$ cat src/rtl/ivs_pkg.sv
// Package: shared constants and types of the interlaced sync generator.
// Line counts, vertical sync widths in half-lines and blanking spans are
// fixed by the two line standards. Sample counts per line are parameters
// of the top module.
package ivs_pkg;

    localparam int LINES_525  = 525;
    localparam int LINES_625  = 625;
    localparam int LINE_W     = $clog2(LINES_625 + 1);
    localparam int HL_W       = LINE_W + 1;

    // vertical sync width counted in half-lines
    localparam int VS_HALVES_525 = 6;
    localparam int VS_HALVES_625 = 5;

    // number of blanked line spans per frame
    localparam int NSPAN = 3;

    typedef struct packed {
        logic [LINE_W-1:0] lo;
        logic [LINE_W-1:0] hi;
    } span_t;

    localparam span_t BLANK_525 [NSPAN] = '{
        '{LINE_W'(1),   LINE_W'(21)},
        '{LINE_W'(262), LINE_W'(284)},
        '{LINE_W'(525), LINE_W'(525)}
    };

    localparam span_t BLANK_625 [NSPAN] = '{
        '{LINE_W'(1),   LINE_W'(22)},
        '{LINE_W'(311), LINE_W'(335)},
        '{LINE_W'(624), LINE_W'(625)}
    };

endpackage

$ cat src/rtl/ivs_hcount.sv
// Module: sample counter within a line.
// Counts from 0 to the line length minus one for the latched format and
// flags the last sample. Assumes fmt_q changes only at a frame boundary,
// which is also a line boundary.
module ivs_hcount #(
    parameter int SPL_525 = 1716,
    parameter int SPL_625 = 1728,
    localparam int H_W    = $clog2((SPL_625 > SPL_525 ? SPL_625 : SPL_525))
) (
    input  logic           clk,
    input  logic           rst_n,
    input  logic           fmt_q,
    output logic [H_W-1:0] h,
    output logic           eol
);

    localparam logic [H_W-1:0] LAST_525 = H_W'(SPL_525 - 1);
    localparam logic [H_W-1:0] LAST_625 = H_W'(SPL_625 - 1);

    // end of line: last sample for the current format
    always_comb begin
        eol = (h == (fmt_q ? LAST_625 : LAST_525));
    end

    // sample count: wraps at the end of each line
    always_ff @(posedge clk) begin
        if (!rst_n) begin
            h <= '0;
        end else if (eol) begin
            h <= '0;
        end else begin
            h <= h + 1'b1;
        end
    end

endmodule

$ cat src/rtl/ivs_vcount.sv
// Module: line counter and format latch.
// Counts lines from 1 to the frame length. The format input is captured
// at reset and at the last sample of each frame only, so a frame always
// completes in the format it started with.
module ivs_vcount
    import ivs_pkg::*;
(
    input  logic              clk,
    input  logic              rst_n,
    input  logic              fmt_625,
    input  logic              eol,
    output logic [LINE_W-1:0] line,
    output logic              fmt_q
);

    logic last_line;

    // last line of the frame for the latched format
    always_comb begin
        last_line = (line == (fmt_q ? LINE_W'(LINES_625) : LINE_W'(LINES_525)));
    end

    // line count and frame-boundary format capture
    always_ff @(posedge clk) begin
        if (!rst_n) begin
            line  <= LINE_W'(1);
            fmt_q <= fmt_625;
        end else if (eol) begin
            if (last_line) begin
                line  <= LINE_W'(1);
                fmt_q <= fmt_625;
            end else begin
                line <= line + 1'b1;
            end
        end
    end

endmodule

$ cat src/rtl/ivs_decode.sv
// Module: sync, field, blanking and caption-gate decode with output registers.
// Position is mapped to a half-line index (2*(line-1) + second half). The
// even field starts at half-line index equal to the frame line count, and
// vertical sync spans a fixed number of half-lines from each field start.
// Outputs are registered, so they lag the counters by one clock.
module ivs_decode
    import ivs_pkg::*;
#(
    parameter int SPL_525 = 1716,
    parameter int SPL_625 = 1728,
    parameter int HS_CLKS = 128,
    localparam int H_W    = $clog2((SPL_625 > SPL_525 ? SPL_625 : SPL_525))
) (
    input  logic              clk,
    input  logic              rst_n,
    input  logic [H_W-1:0]    h,
    input  logic [LINE_W-1:0] line,
    input  logic              fmt_q,
    input  logic              vbi_off,
    input  logic [1:0]        cc_en,
    output logic              hsync_n,
    output logic              vsync_n,
    output logic              field_odd,
    output logic              vblank,
    output logic              cc_gate
);

    localparam logic [H_W-1:0] HALF_525 = H_W'(SPL_525 / 2);
    localparam logic [H_W-1:0] HALF_625 = H_W'(SPL_625 / 2);
    localparam logic [H_W-1:0] HS_END   = H_W'(HS_CLKS);

    logic [HL_W-1:0] hl;
    logic [HL_W-1:0] frame_hl;
    logic [HL_W-1:0] vs_hl;
    logic            odd_now;
    logic            vs_now;
    logic [NSPAN-1:0] hit_525;
    logic [NSPAN-1:0] hit_625;
    logic            blank_now;

    // half-line position and format-dependent limits
    always_comb begin
        hl       = {line - LINE_W'(1), (h >= (fmt_q ? HALF_625 : HALF_525))};
        frame_hl = fmt_q ? HL_W'(LINES_625) : HL_W'(LINES_525);
        vs_hl    = fmt_q ? HL_W'(VS_HALVES_625) : HL_W'(VS_HALVES_525);
        odd_now  = (hl < frame_hl);
        vs_now   = (hl < vs_hl) || ((hl >= frame_hl) && (hl < frame_hl + vs_hl));
    end

    // one comparator pair per blanked span of each standard
    for (genvar i = 0; i < NSPAN; i++) begin : g_span
        assign hit_525[i] = (line >= BLANK_525[i].lo) && (line <= BLANK_525[i].hi);
        assign hit_625[i] = (line >= BLANK_625[i].lo) && (line <= BLANK_625[i].hi);
    end

    // blanking for the latched standard
    always_comb begin
        blank_now = fmt_q ? (|hit_625) : (|hit_525);
    end

    // output registers
    always_ff @(posedge clk) begin
        if (!rst_n) begin
            hsync_n   <= 1'b1;
            vsync_n   <= 1'b1;
            field_odd <= 1'b0;
            vblank    <= 1'b0;
            cc_gate   <= 1'b0;
        end else begin
            hsync_n   <= !(h < HS_END);
            vsync_n   <= !vs_now;
            field_odd <= odd_now;
            vblank    <= blank_now && !vbi_off;
            cc_gate   <= odd_now ? cc_en[1] : cc_en[0];
        end
    end

endmodule

$ cat src/rtl/ivs_sync_gen.sv
// Module: interlaced video sync generator, top level.
// Master-mode timing for 525/625-line interlaced video from a sample clock.
// Assumes SPL_525 and SPL_625 are multiples of 4 and HS_CLKS is below half
// a line. All outputs are registered.
module ivs_sync_gen
    import ivs_pkg::*;
#(
    parameter int SPL_525 = 1716,
    parameter int SPL_625 = 1728,
    parameter int HS_CLKS = 128
) (
    input  logic       clk,
    input  logic       rst_n,
    input  logic       fmt_625,
    input  logic       vbi_off,
    input  logic [1:0] cc_en,
    output logic       hsync_n,
    output logic       vsync_n,
    output logic       field_odd,
    output logic       vblank,
    output logic       cc_gate
);

    localparam int H_W = $clog2((SPL_625 > SPL_525 ? SPL_625 : SPL_525));

    logic [H_W-1:0]    h;
    logic              eol;
    logic [LINE_W-1:0] line;
    logic              fmt_q;

    ivs_hcount #(
        .SPL_525 (SPL_525),
        .SPL_625 (SPL_625)
    ) hcnt_i (
        .clk   (clk),
        .rst_n (rst_n),
        .fmt_q (fmt_q),
        .h     (h),
        .eol   (eol)
    );

    ivs_vcount vcnt_i (
        .clk     (clk),
        .rst_n   (rst_n),
        .fmt_625 (fmt_625),
        .eol     (eol),
        .line    (line),
        .fmt_q   (fmt_q)
    );

    ivs_decode #(
        .SPL_525 (SPL_525),
        .SPL_625 (SPL_625),
        .HS_CLKS (HS_CLKS)
    ) dec_i (
        .clk       (clk),
        .rst_n     (rst_n),
        .h         (h),
        .line      (line),
        .fmt_q     (fmt_q),
        .vbi_off   (vbi_off),
        .cc_en     (cc_en),
        .hsync_n   (hsync_n),
        .vsync_n   (vsync_n),
        .field_odd (field_odd),
        .vblank    (vblank),
        .cc_gate   (cc_gate)
    );

endmodule

$ cat config.mk
export PLATFORM = sky130hd
export DESIGN_NAME = ivs_sync_gen
export DESIGN_NICKNAME = d
export VERILOG_FILES = /design/src/rtl/ivs_pkg.sv /design/src/rtl/ivs_hcount.sv /design/src/rtl/ivs_vcount.sv /design/src/rtl/ivs_decode.sv /design/src/rtl/ivs_sync_gen.sv
export SDC_FILE = /design/constraint.sdc
export NUM_CORES = 1
export LEC_CHECK = 0
export BUFFER_PORTS_ARGS = -buffer_cell sky130_fd_sc_hd__buf_4
export CAP_MARGIN = 20
export CORE_MARGIN = 2
export CORE_UTILIZATION = 35
export CTS_BUF_LIST = sky130_fd_sc_hd__clkbuf_8
export CTS_CLUSTER_DIAMETER = 200
export CTS_CLUSTER_SIZE = 30
export DETAILED_ROUTE_END_ITERATION = 8
export PLACE_DENSITY = 0.52
export SLEW_MARGIN = 20
export SYNTH_ARGS = -nofsm -noshare
export SYNTH_HDL_FRONTEND = slang
export SYNTH_HIERARCHICAL = 1
export SYNTH_SLANG_ARGS = --single-unit
export TNS_END_PERCENT = 100
$ cat constraint.sdc
create_clock -name clk -period 2.9 [get_ports clk]
set_input_delay 0.145 -clock clk [delete_from_list [all_inputs] [get_ports clk]]
set_output_delay 0.145 -clock clk [all_outputs]
set_load 0.02 [all_outputs]
==> reports/results.ini, run 1 <==
[drt]
vias = 1859
wire_per_inst_um = 15.2
drc = 0
antenna_left = 0
drt_iter0_drc = 38
viasPerCell = 5.69
totalWireLength_um = 4970
dr.pass1.iters = 4

[critical_path]
path_buf_inv = 1
worstPathArrival_ns = 2.87
cp_top_family = simple AND/OR/NAND/NOR gates
path_cells = inv_1, ha_1, or3b_1, xnor2_1, ha_1, nand2_1, or4_1, o32a_1, a32oi_1
cp-end-kind = register
cpMaxStageDelayCell = or4_1
cpPeakStageDelay_ns = 0.48
worstPathRequired_ns = 3.12
worstSetupPathType = register to register
r2r_setup_slack_ns = 0.25
critPathMostFrequentCell = ha_1
cp-start-kind = register
critPathMaxFanout = 5

[logic_synthesis]
ys.warnings.count = 6
synth_nets = 263
synth_ff_type = dfxtp_1
synth_async_sr_flop_share = 0
synth_top_area_cell = dfxtp_1
yosys-top-cells-area = dfxtp_1 (24%), ha_1 (10%), nor3b_1 (4.9%), xor2_1 (4.1%), nand4_1 (3.2%)
yosysMostFrequentCell = dfxtp_1
synth.distinct_cells = 66
synth_top_area_share = 0.244
synth_area_um2 = 2130
yosys-top-cells-count = dfxtp_1 (26), ha_1 (17), nor3b_1 (14), nand2_1 (12)
ys_seq_elements = 27
synth_edf_count = 1
avgSynthCellArea_um2 = 8.88
syn_inst = 240
yosysSeqAreaShare = 0.258

[power_and_ir_drop]
p_total_uw = 692
p_comb_frac = 0.101
power_density_nw_per_um2 = 297
pwr-share-clk = 0.336
intPower_uw = 515
leakagePower_nw = 0.904
irDropWorstVdd_uv = 169
sequentialPowerShare = 0.563
sw_frac_of_total = 0.257
p_sw_uw = 178

[clock_tree]
post_cts_buffers = 0
clock-sinks = 27
cts_max_level = 1
clockBufferDepth = 2
clk_pin_slew_ns = 0.11
cts_tree = done
ctsHoldBuffers = 0
numCtsBuffers = 3
root_buffer = clkbuf_8
clkLatencyLatePin_ns = 0.28
cts_resized = 0

[cells_and_area]
utilization = 0.396
antennaDiodeCount = 0
num-fill-cells = 623
drive_gt1_frac = 0.155
area_growth_pct = 9.40
finalNetCount = 276

[global_route]
antenna_found_initial = 0
grt_overflow = 0
track_usage = 0.157
grt_pass1_wl_um = 8310
grt_pass1_vias = 1715
grt_max_degree = 18

[sta]
finalCritPeriodShare = 0.915
relSlewSlack = 0.500
maxSlewViolCount = 0
fin_crit_ns = 2.65
setup_viol = 0
skew_ns = 0.0126
final_hold_viol_count = 0
tightestPinTransition_ns = 0.751
rsz0062_at_grt = no
fin_setup_tns_ns = 0
timing.fmax_mhz = 377

[die]
fp.dieH_um = 82.0
die_width_um = 82.0
start_util = 0.362
fp-row-count = 28
io_pins = 11
coreArea_um2 = 5890
dieArea_um2 = 6730

[placement]
portBuffers = 10
gp_congestion = 0.807
hpwlAfterDp_um = 3600

[worst_hold_path]
hold_class = input pin to register

[flow_run]
maxCapViolCount = 0

[status]
status = completed

==> kinds of logic (layout without fill, tap and decap cells) <==
group / count (synthesis) / in the layout / share of synthesized area
and+or+nand+nor: 101 / 101 / 0.293
muxes: 1 / 1 / 0.00470
buffers and inverters: 22 / 34 / 0.0622
AOI/OAI and AO/OA: 55 / 55 / 0.212
xor gates and xnor gates: 17 / 17 / 0.0699
adders and majority gates: 17 / 17 / 0.0998
DFF: 27 / 27 / 0.258
==> worst reg2reg max path, stage by stage, from the launching register on <==
cell     delay, ns
dfxtp_1       0.32
inv_1         0.12
ha_1          0.18
or3b_1        0.40
xnor2_1       0.15
ha_1          0.36
nand2_1       0.06
or4_1         0.48
o32a_1        0.34
a32oi_1       0.18
==> placed cells by master, fill, tap and decap left out, types with 3 or more instances in the layout <==
cell type,Yosys,layout
or4_1,4,4
o31ai_1,3,3
nand4_1,11,11
nand3_1,10,10
nand2b_1,4,4
nand2_1,12,12
nor4_1,3,3
a211oi_1,8,8
inv_1,10,10
nor3b_1,14,14
clkbuf_8,0,3
nor2_1,8,8
a21oi_1,6,6
xnor2_1,7,7
nor3_1,11,11
buf_4,0,20
xor2_1,10,10
or3_1,3,3
dfxtp_1,26,26
o21ai_0,7,7
ha_1,17,17
nand3b_1,3,3
a21o_1,4,4
==> power by group through the flow <==
stage / registers [mW] / logic (mW) / clock network, mW
after CTS: 0.390 / 0.0706 / 0.245
after global placement: 0.398 / 0.0690 / 0
after detailed placement: 0.398 / 0.0703 / 0
after floorplan: 0.402 / 0.0401 / 0
after global routing: 0.391 / 0.0773 / 0.264
final: 0.390 / 0.0699 / 0.233
==> layer usage <==
layer,GRT usage,vias to the layer above,part of all wire
met5,0,-,0
met4,0.0517,0,0.017
met3,0.0165,4,0.026
met2,0.255,28,0.45
met1,0.217,885,0.51
li1,-,942,-
==> layout make-up <==
| type | count | area, um2 | area share |
|---|---|---|---|
| sequential | 27 | 551 | 0.236 |
| tap | 75 | 93.8 | 0.0403 |
| multi-input combinational | 191 | 1450 | 0.622 |
| timing repair buffer | 20 | 150 | 0.0644 |
| clock buffer | 3 | 41.3 | 0.0177 |
| clock inverter | 1 | 8.76 | 0.00376 |
| inverter | 10 | 37.5 | 0.0161 |
==> worst paths after layout <==
check                       from       endpoint  cells past startpoint
hold reg to reg      hcnt_i/h[0]    hcnt_i/h[0]                      1
hold / removal           vbi_off   dec_i/vblank                      2
setup / recovery  vcnt_i/line[0]  dec_i/vsync_n                      9
setup reg to reg  vcnt_i/line[0]  dec_i/vsync_n                      9
==> stage by stage <==
step	area (um2)	setup slack, ns	hold slack, ns	cells
after CTS	2330	0.240	0.0186	327
after floorplan	2130	0.118	0.207	240
after detailed placement	2280	0.267	0.323	323
after global routing	2330	0.0342	0.00764	327
final	2330	0.248	0.0275	327
after global placement	2280	0.314	0.320	323
==> sequential cells by signal, summed over array words and instances (netlist names) <==
register and flops:
dec_i/hsync_n 1, dec_i/field_odd 1, dec_i/cc_gate 1, dec_i/vblank 1, dec_i/vsync_n 1, hcnt_i/h 11, vcnt_i/line 10, vcnt_i/fmt_q 1
Power figures use the tool's default switching activity.
==> run 2: changes to the inputs <==
--- a/config.mk
+++ b/config.mk
@@ -7,7 +7,6 @@
 export LEC_CHECK = 0
 export BUFFER_PORTS_ARGS = -buffer_cell sky130_fd_sc_hd__buf_4
 export CAP_MARGIN = 20
-export CORE_MARGIN = 2
 export CORE_UTILIZATION = 35
 export CTS_BUF_LIST = sky130_fd_sc_hd__clkbuf_8
 export CTS_CLUSTER_DIAMETER = 200
==> run 2 against run 1 <==
First-iteration DRC count up 37%. Die area down 4.8%. Via count is 1.6% higher. Hold slack got worse by 0.0014 ns. Critical path depth stayed put. Critical endpoint unchanged. Clock-buffer cell count is the same. Clock skew fell by 0.0055 ns. Core utilization is 0.26 points higher. Design area up 0.64%. Sequential share of layout area down 0.15 points.
==> reports/results.ini, run 2 (synthesized netlist as in run 1, its figures left out) <==
[sta]
skew_ns = 0.00709
fin_setup_tns_ns = 0
final_hold_viol_count = 0
tightestPinTransition_ns = 0.742
timing.fmax_mhz = 379
setup_viol = 0
finalCritPeriodShare = 0.910
rsz0062_at_grt = no
maxSlewViolCount = 0
relSlewSlack = 0.505
fin_crit_ns = 2.64

[cells_and_area]
antennaDiodeCount = 0
final_area_um2 = 2350
area_growth_pct = 10.1
drive_gt1_frac = 0.161
largestRegisters = hcnt_i/h: 11 flops, vcnt_i/line: 10 flops
finalNetCount = 278
regMostFlops = hcnt_i/h
mostFrequentLayoutCell = dfxtp_1
most-common-layout-cells = dfxtp_1 (26), buf_4 (22), ha_1 (17), nor3b_1 (14), nand2_1 (12)
largest_register_ffs = 11

[power_and_ir_drop]
power_density_nw_per_um2 = 295
irDropWorstVdd_uv = 172
leakagePower_nw = 0.913

[clock_tree]
ctsHoldBuffers = 0
cts_tree = done
clkLatencyLatePin_ns = 0.28
cts_resized = 0
cts_max_level = 1
clock-sinks = 27
root_buffer = clkbuf_8
clockBufferDepth = 2
clk_pin_slew_ns = 0.10
post_cts_buffers = 0
numCtsBuffers = 3

[critical_path]
worstPathArrival_ns = 2.85
worstPathRequired_ns = 3.11
path_cells = inv_1, ha_1, or3b_1, xnor2_1, ha_1, nand2_1, or4_1, o32a_1, a32oi_1
critPathMaxFanout = 5
r2r_setup_slack_ns = 0.26
r2r_start = vcnt_i/line[0]
worstSetupPathType = register to register
cp-start-kind = register
r2r_end = dec_i/vsync_n
critPathMostFrequentCell = ha_1
cp-end-kind = register
cpPeakStageDelay_ns = 0.46
r2r_cells = 9
cpMaxStageDelayCell = or4_1

[drt]
wire_per_inst_um = 15.4
totalWireLength_um = 5060
vias = 1888
dr.pass1.iters = 4
drt_iter0_drc = 52
antenna_left = 0
viasPerCell = 5.74
drc = 0

[placement]
hpwlAfterDp_um = 3710
gp_congestion = 0.873
portBuffers = 10
placedInstanceArea_um2 = 2300

[global_route]
grt_overflow = 0
antenna_found_initial = 0
grt_pass1_wl_um = 8560
grt_max_degree = 18
grt_pass1_vias = 1779
track_usage = 0.171

[die]
io_pins = 11
fp-row-count = 28
start_util = 0.362
fp.dieH_um = 80.0
coreArea_um2 = 5890
dieArea_um2 = 6400
die_width_um = 80.0

[status]
status = completed

[worst_hold_path]
hold_start = vbi_off
hold_class = input pin to register
holdPathStages = 2
min_to = dec_i/vblank

[flow_run]
maxCapViolCount = 0

[run 2: worst max-delay path: cells and delay by family (launching register included)]
family                   cells  cell delay (ns)
adder cells (fa/ha/maj)      2             0.54
flip-flops                   1             0.32
AND/OR/NAND/NOR              3             0.92
buffers and inverters        1             0.12
AO/OA/AOI/OAI                2             0.52
XOR/XNOR                     1             0.15
[run 2: worst max-delay path by stage]
stage	startpoint	end
floorplan	vcnt_i/line[1]	dec_i/vsync_n
global placement	vcnt_i/line[0]	dec_i/vsync_n
global route	vcnt_i/line[0]	dec_i/vsync_n
detailed placement	vcnt_i/line[0]	dec_i/vsync_n
finish	vcnt_i/line[0]	dec_i/vsync_n
CTS	vcnt_i/line[0]	dec_i/vsync_n
[run 2: metal layers]
layer  wire length (um)  vias to the layer above  global-route usage
li1                   -                      941                   -
met5                  0                        -                   0
met1               2520                      912               0.225
met2               2320                       27               0.279
met4                114                        0              0.0661
met3                110                        8              0.0263
[run 2: final cells by class]
cell class                 count  area, um2
clock buffer                   3       41.3
multi-input combinational    191       1450
inverter                      10       37.5
sequential                    27        551
fill                         589       3540
timing repair buffer          22        165
clock inverter                 1       8.76
tap                           75       93.8
[run 2: metrics by stage]
step                      hold WS, ns   util  power (mW)  cells  worst slack [ns]
after CTS                      0.0205  0.399       0.704    329             0.263
after global placement          0.319  0.390       0.468    325             0.320
after detailed placement        0.322  0.390       0.469    325             0.287
after floorplan                 0.207      -       0.442    240             0.118
final                          0.0261  0.399       0.691    329             0.261
after global routing           0.0192  0.399       0.728    329            0.0973
[run 2: where the power goes]
part           total [mW]  switching [mW]  internal (mW)  leakage (nW)
sequential          0.390         0.00818          0.381         0.222
combinational      0.0707          0.0385         0.0322         0.666
clock               0.231           0.130          0.101        0.0261
